--- config.mk ---
export PLATFORM = sky130hd
export DESIGN_NAME = ptp_rx_stamp
export DESIGN_NICKNAME = d
export VERILOG_FILES = /design/src/rtl/ptp_rx_pkg.sv /design/src/rtl/ptp_rx_parser.sv /design/src/rtl/ptp_rx_match.sv /design/src/rtl/ptp_rx_latch.sv /design/src/rtl/ptp_rx_stamp.sv
export SDC_FILE = /design/constraint.sdc
export NUM_CORES = 1
export LEC_CHECK = 0
export ABC_AREA = 1
export ABC_CLOCK_PERIOD_IN_PS = 2100
export BUFFER_PORTS_ARGS = -buffer_cell sky130_fd_sc_hd__buf_2
export CORE_MARGIN = 2
export CORE_UTILIZATION = 45
export DETAILED_ROUTE_END_ITERATION = 8
export PLACE_DENSITY = 0.67
export SYNTH_ARGS = -nofsm -noshare
export SYNTH_HDL_FRONTEND = slang
export SYNTH_SLANG_ARGS = --single-unit
--- constraint.sdc ---
create_clock -name clk -period 2.1 [get_ports clk]
set_input_delay 0.105 -clock clk [delete_from_list [all_inputs] [get_ports clk]]
set_output_delay 0.105 -clock clk [all_outputs]
set_load 0.02 [all_outputs]
--- src/rtl/ptp_rx_pkg.sv ---
package ptp_rx_pkg;
    localparam int TIME_W = 64;
    localparam int REG_W  = 32;
    localparam int ADDR_W = 2;

    // register addresses
    localparam logic [ADDR_W-1:0] ADDR_CTL = 2'd0;
    localparam logic [ADDR_W-1:0] ADDR_CFG = 2'd1;
    localparam logic [ADDR_W-1:0] ADDR_LO  = 2'd2;
    localparam logic [ADDR_W-1:0] ADDR_HI  = 2'd3;

    // control bits
    localparam int CTL_VALID_BIT = 0;
    localparam int CTL_MODE_LSB  = 1;
    localparam int CTL_EN_BIT    = 4;
    localparam int STAT_TS_BIT   = 16;

    typedef enum logic [2:0] {
        MODE_L2_V2  = 3'b000,
        MODE_L4_V1  = 3'b001,
        MODE_ANY_V2 = 3'b010,
        MODE_ALL    = 3'b100,
        MODE_EVT_V2 = 3'b101
    } mode_e;

    // protocol constants
    localparam logic [15:0] ETYPE_PTP  = 16'h88F7;
    localparam logic [15:0] ETYPE_IP4  = 16'h0800;
    localparam logic [7:0]  IP_VIHL    = 8'h45;
    localparam logic [7:0]  IP_UDP     = 8'h11;
    localparam logic [15:0] EVT_PORT   = 16'd319;
    localparam logic [15:0] V1_VERSION = 16'h0001;
    localparam logic [3:0]  V2_VERSION = 4'd2;

    // header bytes kept per frame, by byte offset from the destination address
    localparam int NSLOT = 10;
    localparam int SLOT_OFF [NSLOT] = '{12, 13, 14, 15, 23, 36, 37, 42, 43, 74};
    localparam int SL_ET_HI = 0;
    localparam int SL_ET_LO = 1;
    localparam int SL_B14   = 2;
    localparam int SL_B15   = 3;
    localparam int SL_PROTO = 4;
    localparam int SL_DP_HI = 5;
    localparam int SL_DP_LO = 6;
    localparam int SL_P0    = 7;
    localparam int SL_P1    = 8;
    localparam int SL_V1C   = 9;

    // last byte index each classification needs
    localparam int LAST_L2   = 15;
    localparam int LAST_L4V2 = 43;
    localparam int LAST_L4V1 = 74;

    typedef struct packed {
        logic       l2_v2;
        logic       l4_v2;
        logic       l4_v1;
        logic [3:0] l2_msg;
        logic [3:0] l4_msg;
        logic [7:0] v1_ctrl;
    } frame_cls_t;

    function automatic logic is_event(input logic [3:0] msg);
        return msg[3:2] == 2'b00;
    endfunction
endpackage

--- src/rtl/ptp_rx_parser.sv ---
module ptp_rx_parser
    import ptp_rx_pkg::*;
#(
    parameter int IDX_W = 7  // must cover LAST_L4V1
) (
    input  logic              clk,
    input  logic              rst,
    input  logic              rx_valid,
    input  logic              rx_sof,
    input  logic              rx_eof,
    input  logic [7:0]        rx_data,
    input  logic [TIME_W-1:0] time_now,
    output frame_cls_t        cls,
    output logic              done,
    output logic [TIME_W-1:0] frame_time
);
    localparam logic [IDX_W-1:0] IDX_SAT = {IDX_W{1'b1}};

    logic [IDX_W-1:0]  cnt_q, cur_idx, last_q;
    logic [TIME_W-1:0] sof_time_q;
    logic [7:0]        slot_q [NSLOT];

    assign cur_idx = rx_sof ? '0 : cnt_q;

    always_ff @(posedge clk) begin
        if (rst) begin
            cnt_q      <= '0;
            last_q     <= '0;
            done       <= 1'b0;
            sof_time_q <= '0;
            frame_time <= '0;
        end else begin
            done <= rx_valid && rx_eof;
            if (rx_valid) begin
                cnt_q <= (cur_idx == IDX_SAT) ? cur_idx : cur_idx + 1'b1;
                if (rx_sof) sof_time_q <= time_now;
                if (rx_eof) begin
                    last_q     <= cur_idx;
                    frame_time <= rx_sof ? time_now : sof_time_q;
                end
            end
        end
    end

    for (genvar g = 0; g < NSLOT; g++) begin : g_slot
        always_ff @(posedge clk) begin
            if (rst)
                slot_q[g] <= '0;
            else if (rx_valid && cur_idx == IDX_W'(SLOT_OFF[g]))
                slot_q[g] <= rx_data;
        end
    end

    logic l2_base, l4_base;
    always_comb begin
        l2_base = {slot_q[SL_ET_HI], slot_q[SL_ET_LO]} == ETYPE_PTP &&
                  last_q >= IDX_W'(LAST_L2);
        l4_base = {slot_q[SL_ET_HI], slot_q[SL_ET_LO]} == ETYPE_IP4 &&
                  slot_q[SL_B14] == IP_VIHL && slot_q[SL_PROTO] == IP_UDP &&
                  {slot_q[SL_DP_HI], slot_q[SL_DP_LO]} == EVT_PORT &&
                  last_q >= IDX_W'(LAST_L4V2);
        cls.l2_v2   = l2_base && slot_q[SL_B15][3:0] == V2_VERSION;
        cls.l4_v2   = l4_base && slot_q[SL_P1][3:0] == V2_VERSION;
        cls.l4_v1   = l4_base && last_q >= IDX_W'(LAST_L4V1) &&
                      {slot_q[SL_P0], slot_q[SL_P1]} == V1_VERSION;
        cls.l2_msg  = slot_q[SL_B14][3:0];
        cls.l4_msg  = slot_q[SL_P0][3:0];
        cls.v1_ctrl = slot_q[SL_V1C];
    end
endmodule

--- src/rtl/ptp_rx_match.sv ---
module ptp_rx_match
    import ptp_rx_pkg::*;
(
    input  logic [2:0]  mode,
    input  logic [15:0] cfg,
    input  frame_cls_t  cls,
    output logic        hit,
    output logic        mark
);
    logic l2_type_ok, l4_type_ok;
    assign l2_type_ok = {4'h0, cls.l2_msg} == cfg[15:8];
    assign l4_type_ok = {4'h0, cls.l4_msg} == cfg[15:8];

    always_comb begin
        case (mode)
            MODE_L2_V2:  hit = cls.l2_v2 && l2_type_ok;
            MODE_L4_V1:  hit = cls.l4_v1 && cls.v1_ctrl == cfg[7:0];
            MODE_ANY_V2: hit = (cls.l2_v2 && l2_type_ok) || (cls.l4_v2 && l4_type_ok);
            MODE_ALL:    hit = 1'b1;
            MODE_EVT_V2: hit = (cls.l2_v2 && is_event(cls.l2_msg)) ||
                               (cls.l4_v2 && is_event(cls.l4_msg));
            default:     hit = 1'b0;
        endcase
        mark = hit && mode != MODE_ALL;
    end
endmodule

--- src/rtl/ptp_rx_latch.sv ---
module ptp_rx_latch
    import ptp_rx_pkg::*;
(
    input  logic              clk,
    input  logic              rst,
    input  logic              reg_wr,
    input  logic              reg_rd,
    input  logic [ADDR_W-1:0] reg_addr,
    input  logic [REG_W-1:0]  reg_wdata,
    input  logic              done,
    input  logic              hit,
    input  logic              mark,
    input  logic [TIME_W-1:0] frame_time,
    output logic [REG_W-1:0]  reg_rdata,
    output logic              cap_valid,
    output logic              cap_en,
    output logic [2:0]        mode,
    output logic [15:0]       cfg,
    output logic [TIME_W-1:0] stamp,
    output logic              stat_valid,
    output logic              stat_ts
);
    logic take, hi_rd;
    assign take  = done && hit && cap_en && !cap_valid;
    assign hi_rd = reg_rd && reg_addr == ADDR_HI;

    always_ff @(posedge clk) begin
        if (rst) begin
            cap_valid  <= 1'b0;
            cap_en     <= 1'b0;
            mode       <= '0;
            cfg        <= '0;
            stamp      <= '0;
            stat_valid <= 1'b0;
            stat_ts    <= 1'b0;
        end else begin
            if (reg_wr && reg_addr == ADDR_CTL) begin
                cap_en <= reg_wdata[CTL_EN_BIT];
                mode   <= reg_wdata[CTL_MODE_LSB +: 3];
            end
            if (reg_wr && reg_addr == ADDR_CFG) cfg <= reg_wdata[15:0];
            // a lock still held at decision time refuses the frame
            if (take) begin
                stamp     <= frame_time;
                cap_valid <= 1'b1;
            end else if (hi_rd) begin
                cap_valid <= 1'b0;
            end
            stat_valid <= done;
            stat_ts    <= take && mark;
        end
    end

    always_comb begin
        reg_rdata = '0;
        case (reg_addr)
            ADDR_CTL: begin
                reg_rdata[CTL_VALID_BIT]       = cap_valid;
                reg_rdata[CTL_MODE_LSB +: 3]   = mode;
                reg_rdata[CTL_EN_BIT]          = cap_en;
            end
            ADDR_CFG: reg_rdata[15:0] = cfg;
            ADDR_LO:  reg_rdata = stamp[REG_W-1:0];
            default:  reg_rdata = stamp[TIME_W-1:REG_W];
        endcase
    end
endmodule

--- src/rtl/ptp_rx_stamp.sv ---
module ptp_rx_stamp
    import ptp_rx_pkg::*;
#(
    parameter int IDX_W = 7
) (
    input  logic        clk,
    input  logic        rst,
    input  logic        rx_valid,
    input  logic        rx_sof,
    input  logic        rx_eof,
    input  logic [7:0]  rx_data,
    input  logic [63:0] time_now,
    input  logic        reg_wr,
    input  logic        reg_rd,
    input  logic [1:0]  reg_addr,
    input  logic [31:0] reg_wdata,
    output logic [31:0] reg_rdata,
    output logic        stat_valid,
    output logic [31:0] stat_word
);
    frame_cls_t        cls;
    logic              done, hit, mark, stat_ts;
    logic              cap_valid, cap_en;
    logic [2:0]        mode;
    logic [15:0]       cfg;
    logic [TIME_W-1:0] frame_time, stamp;

    ptp_rx_parser #(.IDX_W(IDX_W)) u_parser (
        .clk(clk), .rst(rst), .rx_valid(rx_valid), .rx_sof(rx_sof),
        .rx_eof(rx_eof), .rx_data(rx_data), .time_now(time_now),
        .cls(cls), .done(done), .frame_time(frame_time)
    );

    ptp_rx_match u_match (
        .mode(mode), .cfg(cfg), .cls(cls), .hit(hit), .mark(mark)
    );

    ptp_rx_latch u_latch (
        .clk(clk), .rst(rst), .reg_wr(reg_wr), .reg_rd(reg_rd),
        .reg_addr(reg_addr), .reg_wdata(reg_wdata), .done(done), .hit(hit),
        .mark(mark), .frame_time(frame_time), .reg_rdata(reg_rdata),
        .cap_valid(cap_valid), .cap_en(cap_en), .mode(mode), .cfg(cfg),
        .stamp(stamp), .stat_valid(stat_valid), .stat_ts(stat_ts)
    );

    assign stat_word = REG_W'(stat_ts) << STAT_TS_BIT;
endmodule

==> summary by stage <==
Status
The flow ran to the end, and the final reports show no timing, DRC or antenna violations.

Global routing
met1 is the most crowded layer. Entering global routing, the biggest net connects 119 pins. The number of antenna violations at the first check in global routing was 1. The met1 track demand over resource in global routing is roughly a third. The leftover overflow at the end of global routing is 0. The number of global-route vias before repair is 10706. In the global route stage, met3 resource usage came out at roughly 3.6%. In the global route stage, overall resource usage came out at 22.3%. Global routing used between 30% and 40% of the available met2 tracks.

The wire length of the first global-routing pass is 56100 um.

Synth
The number of synthesis warnings is 0. After synthesis, the share of flip-flops with an asynchronous set or reset is 0%. Yosys mapped the design onto 35 distinct sky130hd cell types. Ranked by instance count, the synthesized netlist is headed by 243 x sky130_fd_sc_hd__inv_1, 236 x sky130_fd_sc_hd__nand2_1, 230 x sky130_fd_sc_hd__dfxtp_1. Dividing the synthesized area by the synthesized cell count gives about 7.7 um2. In this run, synthesis produced a sequential element count of 306. The area share of the leading cell type in the synthesized netlist is 33.8%. In the synthesized netlist the dominant register cell turns out to be sky130_fd_sc_hd__dfxtp_1.

After synthesis, flip-flops and latches occupy around half of the total area. The number of enable-type register cells in the synthesized netlist is 76. The post-synthesis instance area is 0.0136 mm2.

In the synthesized netlist, the number of instances is 1764. By area the synthesized netlist is led by sky130_fd_sc_hd__dfxtp_1 34%, sky130_fd_sc_hd__edfxtp_1 17%, sky130_fd_sc_hd__a21oi_1 7.9%. The cell taking the most area after synthesis is sky130_fd_sc_hd__dfxtp_1.

Among all cell types in the netlist, the one instantiated most often is sky130_fd_sc_hd__inv_1.

STA
The part of the cycle the worst path needs is 97.3%. On the final layout, the worst clock skew is 0.0215 ns. The final count of hold timing violations is 0. The worst slew margin relative to its limit is 57.5%. The maximum clock frequency is just under 500 MHz. Setup repair after global routing could not meet its margin everywhere. The final critical delay including setup and external delays is 2.04 ns.

The final number of max-transition violations is 0. The setup violation total in the final timing report is 0. For the pin with the worst max-slew slack, the measured transition is 0.638 ns.

CTS
The root cell of the clock tree is sky130_fd_sc_hd__clkbuf_16. After clock tree synthesis, the clock-pin slew on the worst setup and hold paths is 0.06 ns. The clock passes through at most 3 buffers. For this design, the sink count on the clock tree is 306. The latest clock arrival within the worst-skew pair is ~0.52 ns.

The H-tree was split into 2 levels. The number of clock buffers added by TritonCTS is 34. The TritonCTS clock tree is yes.

Drt
In this run, the number of DRC markers left after iteration 0 of detailed routing was 911. The final route contains 11958 vias. In the routed layout, each cell is associated on average with a via count of slightly above 5. The final wirelength is 35900 um. For this run, design rule violations remaining after detail routing come to 0. The post-detailed-route wirelength per cell is between 15 and 20 um. The remaining antenna violation count is 0.

The pre-antenna-repair detailed-routing pass consisted of 5 iterations.

Cells and area
The area added between synthesis and finish is 22.4%. After the last flow step, the layout net total stands at 2063. Of the cells placed in the final design, the portion with a size suffix greater than 1 is roughly an eighth. For this run, the number of standard cells in the final layout without fillers is 2355.

Counting the fill cells in the layout gives roughly 2600. The number of antenna repair diodes is 0. The finished cells cover 0.0167 mm2.

Die
The floorplan step defined a core boundary enclosing 0.0297 mm2. The vertical die dimension is 178 um. Once the floorplan was initialized, standard cells occupied 45.8% of the core. The initialized floorplan defines 63 standard-cell rows. The overall die width is 178 um. The die covers 0.0317 mm2. The number of ports placed on the die boundary is approximately 180.

Setup path
For the worst setup path, the data arrival time is 2.46 ns. The critical-path maximum fanout is 13. The critical path startpoint category is a register. The register-to-register setup slack is approximately 0.057 ns. The worst register-to-register path ends at u_latch.stamp[36]. In this run the critical register-to-register path is launched from u_parser.slot_q[0][5].

The data required time at the worst endpoint is 2.51 ns. Measured in cells, the most critical reg-to-reg path has a length of 16. The category of the worst setup path capture point is a register.

The class of the most critical setup path is register to register.

Power
For this design the ratio of total power to cell area is 802 mW/mm2. The relative contribution of combinational cells to total power is under 10%. The clock network power share is 42.5%. The power consumption is 13.4 mW. The internal power consumption is 10.1 mW. Across the VDD grid, the largest voltage drop is 0.558 mV. The part of the total power dissipated in sequential elements is between 40 and 50%. The net switching share of the total power is 24.5%. Summed over all cells, the static leakage comes to 7.09 nW. In this run the power spent charging and discharging nets is 3.28 mW.

Hold path
In this run the most critical hold path is launched from reg_wr. The path class of the tightest hold or removal check is primary input to register. Along the worst hold path, the cell count comes to 3. The endpoint of the worst hold-timing path is u_latch.mode[2].

Placement
During placement, the flow inserted port buffers numbering 130. The final estimated routing congestion in global placement is 0.856. The placed instances occupy a cell area of 0.0146 mm2. The number of placed instances, taps included, is 2209.

The HPWL after detailed placement is 23900 um.

Run
The tool flagged a number of max-cap violations equal to 0.
-- kinds of logic (layout without fill, tap and decap cells) --
family,after synthesis,in the layout,share of synthesized area (%)
simple gates,568,568,17.2
compound gates,470,470,18.4
buf+inv,396,567,12.2
flops,306,306,50.6
xor+xnor,19,19,1.22
fa+ha+maj,4,4,0.368
other cells,1,31,0.0275
-- cell type report --
| type | instances | area, um2 | share of cell area (%) |
|---|---|---|---|
| clock buffer | 46 | 960 | 5.76 |
| clock inverter | 9 | 87.6 | 0.526 |
| multi-input combinational | 1092 | 5240 | 31.4 |
| sequential | 306 | 6890 | 41.3 |
| timing repair buffer | 258 | 2050 | 12.3 |
| tap | 390 | 488 | 2.93 |
| inverter | 254 | 956 | 5.74 |
-- layout by cell type (no fill, tap or decap), types with 11 or more instances in the layout --
cell type	netlist	final
sky130_fd_sc_hd__inv_1	243	243
sky130_fd_sc_hd__nand2_1	236	233
sky130_fd_sc_hd__dfxtp_1	230	230
sky130_fd_sc_hd__a21oi_1	216	216
sky130_fd_sc_hd__o21ai_0	209	209
sky130_fd_sc_hd__nor2_1	204	201
sky130_fd_sc_hd__buf_2	4	129
sky130_fd_sc_hd__nand3_1	87	85
sky130_fd_sc_hd__dlygate4sd3_1	0	85
sky130_fd_sc_hd__edfxtp_1	76	76
sky130_fd_sc_hd__clkbuf_16	0	38
sky130_fd_sc_hd__conb_1	1	31
sky130_fd_sc_hd__buf_4	44	27
sky130_fd_sc_hd__a22o_1	16	16
sky130_fd_sc_hd__xnor2_1	13	13
sky130_fd_sc_hd__nor3_1	14	12
sky130_fd_sc_hd__a221oi_1	12	12
sky130_fd_sc_hd__nand4_1	12	12
sky130_fd_sc_hd__o211ai_1	11	11
sky130_fd_sc_hd__buf_12	0	11
-- state kept, by name (all words and copies together) (netlist names), 3 cells and up --
register / cells
u_parser.last_q: 7
u_latch.cfg: 16
u_parser.slot_q: 76
u_parser.cnt_q: 7
u_parser.sof_time_q: 64
u_latch.mode: 3
u_latch.stamp: 64
u_parser.frame_time: 64
-- worst max-delay path, stage by stage (launching register included) --
cell                       delay (ns)
sky130_fd_sc_hd__edfxtp_1        0.36
sky130_fd_sc_hd__inv_1           0.06
sky130_fd_sc_hd__nand2_1         0.07
sky130_fd_sc_hd__nor2_1          0.13
sky130_fd_sc_hd__nand2_1         0.11
sky130_fd_sc_hd__nor2_2          0.09
sky130_fd_sc_hd__nand2_1         0.06
sky130_fd_sc_hd__nor2_2          0.16
sky130_fd_sc_hd__nand4_1         0.11
sky130_fd_sc_hd__nand2_1         0.10
sky130_fd_sc_hd__nand2_2         0.06
sky130_fd_sc_hd__nand3_4         0.10
sky130_fd_sc_hd__buf_12          0.16
sky130_fd_sc_hd__buf_8           0.15
sky130_fd_sc_hd__nand3_1         0.10
sky130_fd_sc_hd__nand2_1         0.08
sky130_fd_sc_hd__nor2_1          0.04
-- per-layer routing --
layer	up-vias	share of wire, %
met3	54	6.7
met1	5462	49
met5	-	0.047
li1	6033	-
met4	2	2.0
met2	407	42
-- power groups by stage --
stage	Clock, mW	Combinational, mW	Sequential, mW
floorplan	0	0.813	6.47
global placement	0	1.13	6.48
detailed placement	0	1.15	6.49
CTS	5.77	1.28	6.37
global route	6.00	1.48	6.39
finish	5.68	1.33	6.37
-- stage by stage --
step / hold slack (ns) / setup TNS (ns) / util [%] / setup slack, ns
floorplan: 0.271 / 0 / - / 0.0678
global placement: 0.391 / 0 / 49.1 / 0.0218
global route: 0.0595 / -4.66 / 56.1 / -0.106
CTS: 0.00374 / 0 / 55.5 / 0.0172
finish: 0.0278 / 0 / 56.1 / 0.0570
detailed placement: 0.397 / -0.0951 / 49.1 / -0.0200
-- timing repair --
| item | in CTS | in global routing |
|---|---|---|
| hold buffers | 85 | 0 |
| setup buffers | 0 | 2 |
| gates cloned | 0 | 4 |
| gates resized for setup | 1 | 10 |
| hold endpoints to repair | 142 | 0 |
| setup endpoints to repair | 25 | 98 |
| pin swaps | 1 | 4 |
-- how the worst max path moves through the flow --
| stage | cells past startpoint | startpoint | to | slack (ns) |
|---|---|---|---|---|
| after floorplan | 8 | rx_sof | u_parser.slot_q[0][0] | 0.07 |
| after global placement | 14 | u_parser.slot_q[3][0] | u_latch.stamp[60] | 0.02 |
| after detailed placement | 14 | u_parser.slot_q[3][0] | u_latch.stamp[26] | -0.02 |
| after CTS | 15 | u_parser.slot_q[0][5] | u_latch.stamp[36] | 0.02 |
| after global routing | 16 | u_parser.slot_q[2][3] | u_latch.stamp[14] | -0.11 |
| final | 16 | u_parser.slot_q[0][5] | u_latch.stamp[36] | 0.06 |
(Power assumes the default switching activity.)
